--- src/rtl/ovd_pkg.sv ---
package ovd_pkg;

  localparam int DEC_W   = 24;
  localparam int RAM_AW  = 22;
  localparam int ROM_AW  = 20;
  localparam int MIR_AW  = 21;
  localparam int IDX_W   = 4;
  localparam int NSEL    = 6;

  localparam int SEL_RAM  = 0;
  localparam int SEL_ROM  = 1;
  localparam int SEL_PIO  = 2;
  localparam int SEL_SER  = 3;
  localparam int SEL_FLP  = 4;
  localparam int SEL_SCSI = 5;

  typedef enum logic [2:0] {
    RG_LOWMEM,
    RG_ROMWIN,
    RG_MIRROR,
    RG_PIO,
    RG_SER,
    RG_FLP,
    RG_SCSI,
    RG_NONE
  } region_e;

  // Window classification; the peripheral windows are tested first.
  function automatic region_e region_of(input logic [DEC_W-1:0] a);
    if (a[23:19] == 5'b11101)      return RG_PIO;
    else if (a[23:22] == 2'b10)    return RG_SER;
    else if (a[23:21] == 3'b110)   return RG_FLP;
    else if (a[23:19] == 5'b01011) return RG_SCSI;
    else if (a[23:22] == 2'b00)    return RG_LOWMEM;
    else if (a[23:20] == 4'h4)     return RG_ROMWIN;
    else if (a[23:21] == 3'b011)   return RG_MIRROR;
    else                           return RG_NONE;
  endfunction

  function automatic logic [IDX_W-1:0] wide_index(input logic [DEC_W-1:0] a);
    return a[12:9];
  endfunction

  function automatic logic [IDX_W-1:0] ser_index(input logic [DEC_W-1:0] a);
    return {{(IDX_W-2){1'b0}}, a[2:1]};
  endfunction

  function automatic logic [IDX_W-1:0] scsi_index(input logic [DEC_W-1:0] a);
    return {{(IDX_W-3){1'b0}}, a[6:4]};
  endfunction

  function automatic logic [NSEL-1:0] one_sel(input int pos);
    logic [NSEL-1:0] v;
    v = '0;
    v[pos] = 1'b1;
    return v;
  endfunction

endpackage

--- src/rtl/ovd_access_rules.sv ---
module ovd_access_rules
  import ovd_pkg::*;
(
  input  logic [DEC_W-1:0]  addr,
  input  logic              wr,
  input  logic              byte_acc,
  input  logic              overlay,
  output logic [NSEL-1:0]   sel_nxt,
  output logic [RAM_AW-1:0] ofs_nxt,
  output logic [IDX_W-1:0]  idx_nxt,
  output logic              srst_nxt,
  output logic              bad_nxt,
  output logic              rom_touch
);

  region_e rg;
  logic    odd;
  logic    wr_half;

  assign rg        = region_of(addr);
  assign odd       = addr[0];
  assign wr_half   = addr[21];
  assign rom_touch = (rg == RG_ROMWIN);

  always_comb begin
    sel_nxt  = '0;
    ofs_nxt  = '0;
    idx_nxt  = '0;
    srst_nxt = 1'b0;
    bad_nxt  = 1'b0;
    unique case (rg)
      RG_PIO: begin
        if (byte_acc && !odd) begin
          sel_nxt = one_sel(SEL_PIO);
          idx_nxt = wide_index(addr);
        end else begin
          bad_nxt = 1'b1;
        end
      end
      RG_SER: begin
        if (!byte_acc) begin
          bad_nxt = 1'b1;
        end else if (wr != odd) begin
          if (wr) bad_nxt  = 1'b1;
          else    srst_nxt = 1'b1;
        end else if (wr != wr_half) begin
          bad_nxt = 1'b1;
        end else begin
          sel_nxt = one_sel(SEL_SER);
          idx_nxt = ser_index(addr);
        end
      end
      RG_FLP: begin
        if (byte_acc && odd) begin
          sel_nxt = one_sel(SEL_FLP);
          idx_nxt = wide_index(addr);
        end else begin
          bad_nxt = 1'b1;
        end
      end
      RG_SCSI: begin
        if (byte_acc && (wr == odd)) begin
          sel_nxt = one_sel(SEL_SCSI);
          idx_nxt = scsi_index(addr);
        end else begin
          bad_nxt = 1'b1;
        end
      end
      RG_LOWMEM: begin
        if (!overlay) begin
          sel_nxt = one_sel(SEL_RAM);
          ofs_nxt = addr[RAM_AW-1:0];
        end else if (!wr && (addr[RAM_AW-1:ROM_AW] == '0)) begin
          sel_nxt = one_sel(SEL_ROM);
          ofs_nxt = {{(RAM_AW-ROM_AW){1'b0}}, addr[ROM_AW-1:0]};
        end else begin
          bad_nxt = 1'b1;
        end
      end
      RG_ROMWIN: begin
        if (!wr) begin
          sel_nxt = one_sel(SEL_ROM);
          ofs_nxt = {{(RAM_AW-ROM_AW){1'b0}}, addr[ROM_AW-1:0]};
        end else begin
          bad_nxt = 1'b1;
        end
      end
      RG_MIRROR: begin
        if (overlay) begin
          sel_nxt = one_sel(SEL_RAM);
          ofs_nxt = {{(RAM_AW-MIR_AW){1'b0}}, addr[MIR_AW-1:0]};
        end else begin
          bad_nxt = 1'b1;
        end
      end
      default: bad_nxt = 1'b1;
    endcase
  end

endmodule

--- src/rtl/ovd_overlay_reg.sv ---
module ovd_overlay_reg (
  input  logic clk,
  input  logic rst_n,
  input  logic clear_evt,
  output logic overlay
);

  always_ff @(posedge clk) begin
    if (!rst_n)         overlay <= 1'b1;
    else if (clear_evt) overlay <= 1'b0;
  end

endmodule

--- src/rtl/ovd_ipl_enc.sv ---
module ovd_ipl_enc #(
  parameter int LVL_W = 3
) (
  input  logic             clk,
  input  logic             rst_n,
  input  logic             irq_timer,
  input  logic             irq_serial,
  input  logic             irq_button,
  output logic [LVL_W-1:0] ipl
);

  function automatic logic [LVL_W-1:0] fold(input logic t, input logic s, input logic b);
    logic [LVL_W-1:0] v;
    v    = '0;
    v[0] = t & ~s;
    v[1] = s;
    v[2] = b;
    return v;
  endfunction

  always_ff @(posedge clk) begin
    if (!rst_n) ipl <= '0;
    else        ipl <= fold(irq_timer, irq_serial, irq_button);
  end

endmodule

--- src/rtl/boot_overlay_decoder.sv ---
module boot_overlay_decoder
  import ovd_pkg::*;
#(
  parameter int BUS_W = 32
) (
  input  logic              clk,
  input  logic              rst_n,
  input  logic              acc_req,
  input  logic              acc_wr,
  input  logic              acc_byte,
  input  logic [BUS_W-1:0]  acc_addr,
  input  logic              irq_timer,
  input  logic              irq_serial,
  input  logic              irq_button,
  output logic [NSEL-1:0]   dev_sel,
  output logic [RAM_AW-1:0] mem_offset,
  output logic [IDX_W-1:0]  reg_index,
  output logic              ser_reset,
  output logic              bad_access,
  output logic [2:0]        ipl,
  output logic              overlay_on
);

  logic [DEC_W-1:0]  dec_addr;
  logic [NSEL-1:0]   sel_nxt;
  logic [RAM_AW-1:0] ofs_nxt;
  logic [IDX_W-1:0]  idx_nxt;
  logic              srst_nxt;
  logic              bad_nxt;
  logic              rom_touch;
  logic              ovl_clear;
  logic              unused_hi;

  assign dec_addr  = acc_addr[DEC_W-1:0];
  assign unused_hi = ^acc_addr[BUS_W-1:DEC_W];
  assign ovl_clear = acc_req && rom_touch;

  ovd_access_rules u_rules (
    .addr     (dec_addr),
    .wr       (acc_wr),
    .byte_acc (acc_byte),
    .overlay  (overlay_on),
    .sel_nxt  (sel_nxt),
    .ofs_nxt  (ofs_nxt),
    .idx_nxt  (idx_nxt),
    .srst_nxt (srst_nxt),
    .bad_nxt  (bad_nxt),
    .rom_touch(rom_touch)
  );

  ovd_overlay_reg u_ovl (
    .clk      (clk),
    .rst_n    (rst_n),
    .clear_evt(ovl_clear),
    .overlay  (overlay_on)
  );

  ovd_ipl_enc #(.LVL_W(3)) u_ipl (
    .clk       (clk),
    .rst_n     (rst_n),
    .irq_timer (irq_timer),
    .irq_serial(irq_serial),
    .irq_button(irq_button),
    .ipl       (ipl)
  );

  always_ff @(posedge clk) begin
    if (!rst_n || !acc_req) begin
      dev_sel    <= '0;
      mem_offset <= '0;
      reg_index  <= '0;
      ser_reset  <= 1'b0;
      bad_access <= 1'b0;
    end else begin
      dev_sel    <= sel_nxt;
      mem_offset <= ofs_nxt;
      reg_index  <= idx_nxt;
      ser_reset  <= srst_nxt;
      bad_access <= bad_nxt;
    end
  end

endmodule

--- config.mk ---
export PLATFORM = sky130hd
export DESIGN_NAME = boot_overlay_decoder
export DESIGN_NICKNAME = d
export VERILOG_FILES = /design/src/rtl/ovd_pkg.sv /design/src/rtl/ovd_access_rules.sv /design/src/rtl/ovd_overlay_reg.sv /design/src/rtl/ovd_ipl_enc.sv /design/src/rtl/boot_overlay_decoder.sv
export SDC_FILE = /design/constraint.sdc
export NUM_CORES = 1
export LEC_CHECK = 0
export ABC_CLOCK_PERIOD_IN_PS = 2500
export BUFFER_PORTS_ARGS = -buffer_cell sky130_fd_sc_hd__buf_4
export CAP_MARGIN = 20
export CORE_MARGIN = 1
export CORE_UTILIZATION = 51
export CTS_BUF_LIST = sky130_fd_sc_hd__clkbuf_4 sky130_fd_sc_hd__clkbuf_8
export CTS_CLUSTER_SIZE = 14
export DETAILED_ROUTE_END_ITERATION = 6
export PLACE_DENSITY = 0.95
export SLEW_MARGIN = 15
export SYNTH_ARGS = -nofsm -noshare
export SYNTH_HDL_FRONTEND = slang
export SYNTH_HIERARCHICAL = 1
export SYNTH_SLANG_ARGS = --single-unit
--- constraint.sdc ---
create_clock -name clk -period 2.5 [get_ports clk]
set_clock_uncertainty 0.1 [all_clocks]
set_input_delay 0.125 -clock clk [delete_from_list [all_inputs] [get_ports clk]]
set_output_delay 0.125 -clock clk [all_outputs]
set_load 0.03 [all_outputs]
==> run_summary.xml <==
<?xml version="1.0" encoding="UTF-8"?>
<metrics>
  <group name="floorplanning">
    <metric name="die_height" unit="um">58.4</metric>
    <metric name="dieWidth" unit="um">58.4</metric>
    <metric name="core_region_area" unit="um^2">3030</metric>
    <metric name="die_area" unit="um^2">3410</metric>
    <metric name="start_util" unit="">0.535</metric>
    <metric name="core.rowCount" unit="">20</metric>
    <metric name="pin_count" unit="">78</metric>
  </group>
  <group name="yosys">
    <metric name="synth_area" unit="um^2">1620</metric>
    <metric name="synth_flop_cell" unit="">sky130_fd_sc_hd__dfxtp_1</metric>
    <metric name="synth_simple_gate_area_frac" unit="">0.371</metric>
    <metric name="synth_area_leaders" unit="">sky130_fd_sc_hd__dfxtp_1 47%, sky130_fd_sc_hd__and3_2 16%, sky130_fd_sc_hd__and2_2 7.4%</metric>
    <metric name="syn-num-nets" unit="">203</metric>
    <metric name="ys.warnings.count" unit="">6</metric>
    <metric name="syn_area_per_cell" unit="um^2">10.0</metric>
    <metric name="largest_family_of_logic_cells_by_synthesized_area" unit="">simple AND/OR/NAND/NOR gates</metric>
    <metric name="synthDominantCellAreaShare" unit="">0.469</metric>
    <metric name="seq_area_frac_synth" unit="">0.469</metric>
    <metric name="synth_compound_gate_area_share" unit="">0.0857</metric>
    <metric name="post_synth_fa_ha_maj_area_fraction" unit="">0.00772</metric>
    <metric name="ys_types" unit="">36</metric>
    <metric name="postSynth.asyncResetShare" unit="">0</metric>
    <metric name="syn_inst" unit="">162</metric>
    <metric name="post-synth-top-area-cell" unit="">sky130_fd_sc_hd__dfxtp_1</metric>
    <metric name="yosys-mux-area-fraction" unit="">0</metric>
    <metric name="synth_xor_area_frac" unit="">0.00541</metric>
    <metric name="synth_enable_flop_cells" unit="">0</metric>
    <metric name="synth.ff_latch_count" unit="">38</metric>
  </group>
  <group name="timing">
    <metric name="finalCritPeriodShare" unit="">0.676</metric>
    <metric name="worst_pin_slew" unit="ns">0.402</metric>
    <metric name="max_clock_freq" unit="MHz">591</metric>
    <metric name="totalNegativeSetupSlack" unit="ns">0</metric>
    <metric name="setup_repair_after_global_routing_missed_its_margin" unit="">false</metric>
    <metric name="timing_max_transition_violations_final" unit="">0</metric>
    <metric name="setup_violations" unit="">0</metric>
    <metric name="final.min_clock_period" unit="ns">1.69</metric>
    <metric name="slew_headroom" unit="">0.725</metric>
    <metric name="final-hold-violation-count" unit="">0</metric>
  </group>
  <group name="setup_path">
    <metric name="critPathMaxStageDelay" unit="ns">0.45</metric>
    <metric name="worstSetupEndpointType" unit="">flop</metric>
    <metric name="regToRegSetupSlack" unit="ns">0.81</metric>
    <metric name="critPathRequiredTime" unit="ns">2.69</metric>
    <metric name="critical_path.reg2reg.endpoint" unit="">mem_offset[17]$_SDFF_PP0_</metric>
    <metric name="path_delay_family" unit="">simple AND/OR/NAND/NOR gates</metric>
    <metric name="timing.critical_path.from_type" unit="">flop</metric>
    <metric name="cp_data_arrival_time" unit="ns">1.88</metric>
    <metric name="timing.rr.start" unit="">u_ovl/overlay$_SDFFE_PN1P_</metric>
    <metric name="critical_path_buf_inv_count" unit="">0</metric>
    <metric name="timing.critical_path.fanout_max" unit="">19</metric>
    <metric name="timing.setup.critical_path_class" unit="">reg -&gt; reg</metric>
    <metric name="cp_cell_sequence" unit="">and3_1 -&gt; nor2_4 -&gt; a21oi_4 -&gt; and2_2 -&gt; and3_2</metric>
    <metric name="crit_slowest_cell" unit="">sky130_fd_sc_hd__dfxtp_1</metric>
    <metric name="reg2reg_depth" unit="">5</metric>
  </group>
  <group name="cts">
    <metric name="cts_buffer_depth" unit="">2</metric>
    <metric name="post_cts_setup_inserts" unit="">0</metric>
    <metric name="clock_tree_from_tritoncts" unit="">done</metric>
    <metric name="cts-buffers-inserted" unit="">5</metric>
    <metric name="cts.clk_slew.worst_paths" unit="ns">0.10</metric>
    <metric name="htree_num_levels" unit="">2</metric>
    <metric name="postCtsHoldBufs" unit="">4</metric>
    <metric name="postCtsResizedCells" unit="">0</metric>
    <metric name="cts_num_sinks" unit="">38</metric>
    <metric name="worstSkewPairLatency" unit="ns">0.33</metric>
    <metric name="cts.root.buffer_cell" unit="">sky130_fd_sc_hd__clkbuf_4</metric>
  </group>
  <group name="global_route">
    <metric name="grt_pass1_wl" unit="um">5710</metric>
    <metric name="maximum_number_of_pins_on_one_net_before_global_route_repair" unit="">39</metric>
    <metric name="globalRoute.totalOverflow" unit="">0</metric>
    <metric name="grt_antenna_before_repair" unit="">0</metric>
    <metric name="vias_in_the_first_global_route" unit="">1257</metric>
    <metric name="grt_usage" unit="">0.226</metric>
  </group>
  <group name="place">
    <metric name="detailedPlacementHpwl" unit="um">2570</metric>
    <metric name="place.gp.congestion" unit="">0.857</metric>
    <metric name="port-buffer-count" unit="">69</metric>
    <metric name="dpl.cell_count" unit="">265</metric>
  </group>
  <group name="run">
    <metric name="max_cap_viol_count" unit="">0</metric>
  </group>
  <group name="hold_path">
    <metric name="timing.hold.worst_path_depth" unit="">3</metric>
    <metric name="hold_class" unit="">in -&gt; reg</metric>
    <metric name="hold_sp" unit="">acc_addr[14]</metric>
    <metric name="worst_hold_path.endpoint" unit="">mem_offset[14]$_SDFF_PP0_</metric>
  </group>
  <group name="pwr">
    <metric name="powerDensity" unit="nW/um^2">500</metric>
    <metric name="static-leakage-power" unit="uW">0.00114</metric>
    <metric name="post-layout-total-power" unit="uW">1110</metric>
    <metric name="ir_drop" unit="uV">219</metric>
  </group>
  <group name="detailed_routing">
    <metric name="remaining_drc_errors" unit="">0</metric>
    <metric name="drt_initial_violations" unit="">57</metric>
    <metric name="num_vias" unit="">1381</metric>
    <metric name="drt_pass1_iterations" unit="">5</metric>
    <metric name="vias_per_cell" unit="">4.99</metric>
    <metric name="drt.antenna.violating_nets" unit="">0</metric>
    <metric name="avgRoutedWirePerCell" unit="um">13.1</metric>
    <metric name="wl" unit="um">3630</metric>
  </group>
  <group name="layout">
    <metric name="fillCellCount" unit="">228</metric>
    <metric name="final_nets" unit="">273</metric>
    <metric name="final_cell_count_no_fill" unit="">277</metric>
    <metric name="drive_above_1_share" unit="">0.571</metric>
    <metric name="n_antenna_cell" unit="">0</metric>
    <metric name="area.growth.synth_to_final" unit="%">37.1</metric>
  </group>
  <group name="status">
    <metric name="outcome" unit="">finished, final reports clean</metric>
  </group>
</metrics>
-- per-stage QoR --
stage	hold WS, ns	utilization	cell area [um^2]	setup WS (ns)
2_1_floorplan	0.0842	-	1620	0.837
3_3_place_gp	0.232	0.700	2120	0.888
3_5_place_dp	0.238	0.700	2120	0.832
4_1_cts	0.0268	0.734	2220	0.812
5_1_grt	0.0162	0.734	2220	0.708
6_report	0.0354	0.734	2220	0.809
-- worst register-to-register path: cells and delay by family, from the launching register on --
| kind | cells | cell delay [ns] |
|---|---|---|
| AOI/OAI and AO/OA | 1 | 0.37 |
| and+or+nand+nor | 4 | 0.72 |
| DFF | 1 | 0.45 |
-- metal layers --
metal	up-vias	wire length (um)	GRT usage
met4	0	47	0.0918
met3	6	216	0.0659
met1	622	1590	0.265
li1	699	-	-
met5	-	0	0
met2	54	1770	0.389
-- synth_stat cells, types with 2 or more instances --
master                      count
sky130_fd_sc_hd__nor2_1         8
sky130_fd_sc_hd__nand4_1        2
sky130_fd_sc_hd__clkbuf_2       3
sky130_fd_sc_hd__a221o_1        2
sky130_fd_sc_hd__buf_6          4
sky130_fd_sc_hd__nor4_1         2
sky130_fd_sc_hd__a2111oi_0      2
sky130_fd_sc_hd__inv_1          6
sky130_fd_sc_hd__buf_2          3
sky130_fd_sc_hd__nor2b_1        2
sky130_fd_sc_hd__dfxtp_1       38
sky130_fd_sc_hd__and3_2        34
sky130_fd_sc_hd__and2_2        16
sky130_fd_sc_hd__nand2_1        4
sky130_fd_sc_hd__nor3_1         2
sky130_fd_sc_hd__and2_1         9
sky130_fd_sc_hd__a21oi_1        6
-- registers in the layout, summed over array words and instances, names as in the netlist --
| register | count |
|---|---|
| mem_offset | 22 |
| dev_sel | 6 |
| reg_index | 4 |
| u_ipl/ipl | 3 |
| bad_access | 1 |
| ser_reset | 1 |
| u_ovl/overlay | 1 |
-- report_power, final --
group	switching, uW	leakage, uW	internal, uW	total (uW)
Combinational	83.9	0.000790	78.6	163
Clock	185	0.0000387	147	332
Sequential	2.99	0.000308	615	618
Total	272	0.00114	841	1110
-- placed cells by master (no fill, tap or decap), drive strengths merged, types with 4 or more instances in the layout --
cell         netlist  layout
inv                6       6
buf                7      69
nor2               9       9
clkbuf             3       7
and3              35      35
dlygate4sd3        0       4
and2              25      25
a21oi              7       7
nand2              4       4
dfxtp             38      38
-- layout make-up --
class / instances / area [um^2] / area share
multi-input cells: 108 / 762 / 0.343
well taps: 44 / 55.1 / 0.0248
repair buffers: 73 / 558 / 0.251
clock inverters: 1 / 5.00 / 0.00225
clock buffers: 7 / 58.8 / 0.0265
inverters: 6 / 22.5 / 0.0101
flip-flops and latches: 38 / 761 / 0.342
-- cell families (layout without fill, tap and decap cells) --
| group | Yosys count | in the layout |
|---|---|---|
| buffers and inverters | 16 | 87 |
| XOR/XNOR | 1 | 1 |
| AO/OA/AOI/OAI | 18 | 18 |
| AND/OR/NAND/NOR | 88 | 88 |
| flip-flops | 38 | 38 |
| adder cells (fa/ha/maj) | 1 | 1 |
-- how the worst max path moves through the flow --
stage,start,end,cells after the start
finish,u_ovl/overlay$_SDFFE_PN1P_,mem_offset[17]$_SDFF_PP0_,5
global route,u_ovl/overlay$_SDFFE_PN1P_,mem_offset[6]$_SDFF_PP0_,5
CTS,u_ovl/overlay$_SDFFE_PN1P_,mem_offset[17]$_SDFF_PP0_,5
detailed placement,u_ovl/overlay$_SDFFE_PN1P_,mem_offset[17]$_SDFF_PP0_,5
global placement,u_ovl/overlay$_SDFFE_PN1P_,mem_offset[3]$_SDFF_PP0_,5
floorplan,u_ovl/overlay$_SDFFE_PN1P_,mem_offset[10]$_SDFF_PP0_,6
Note: power is estimated with default switching activity, not from simulation.
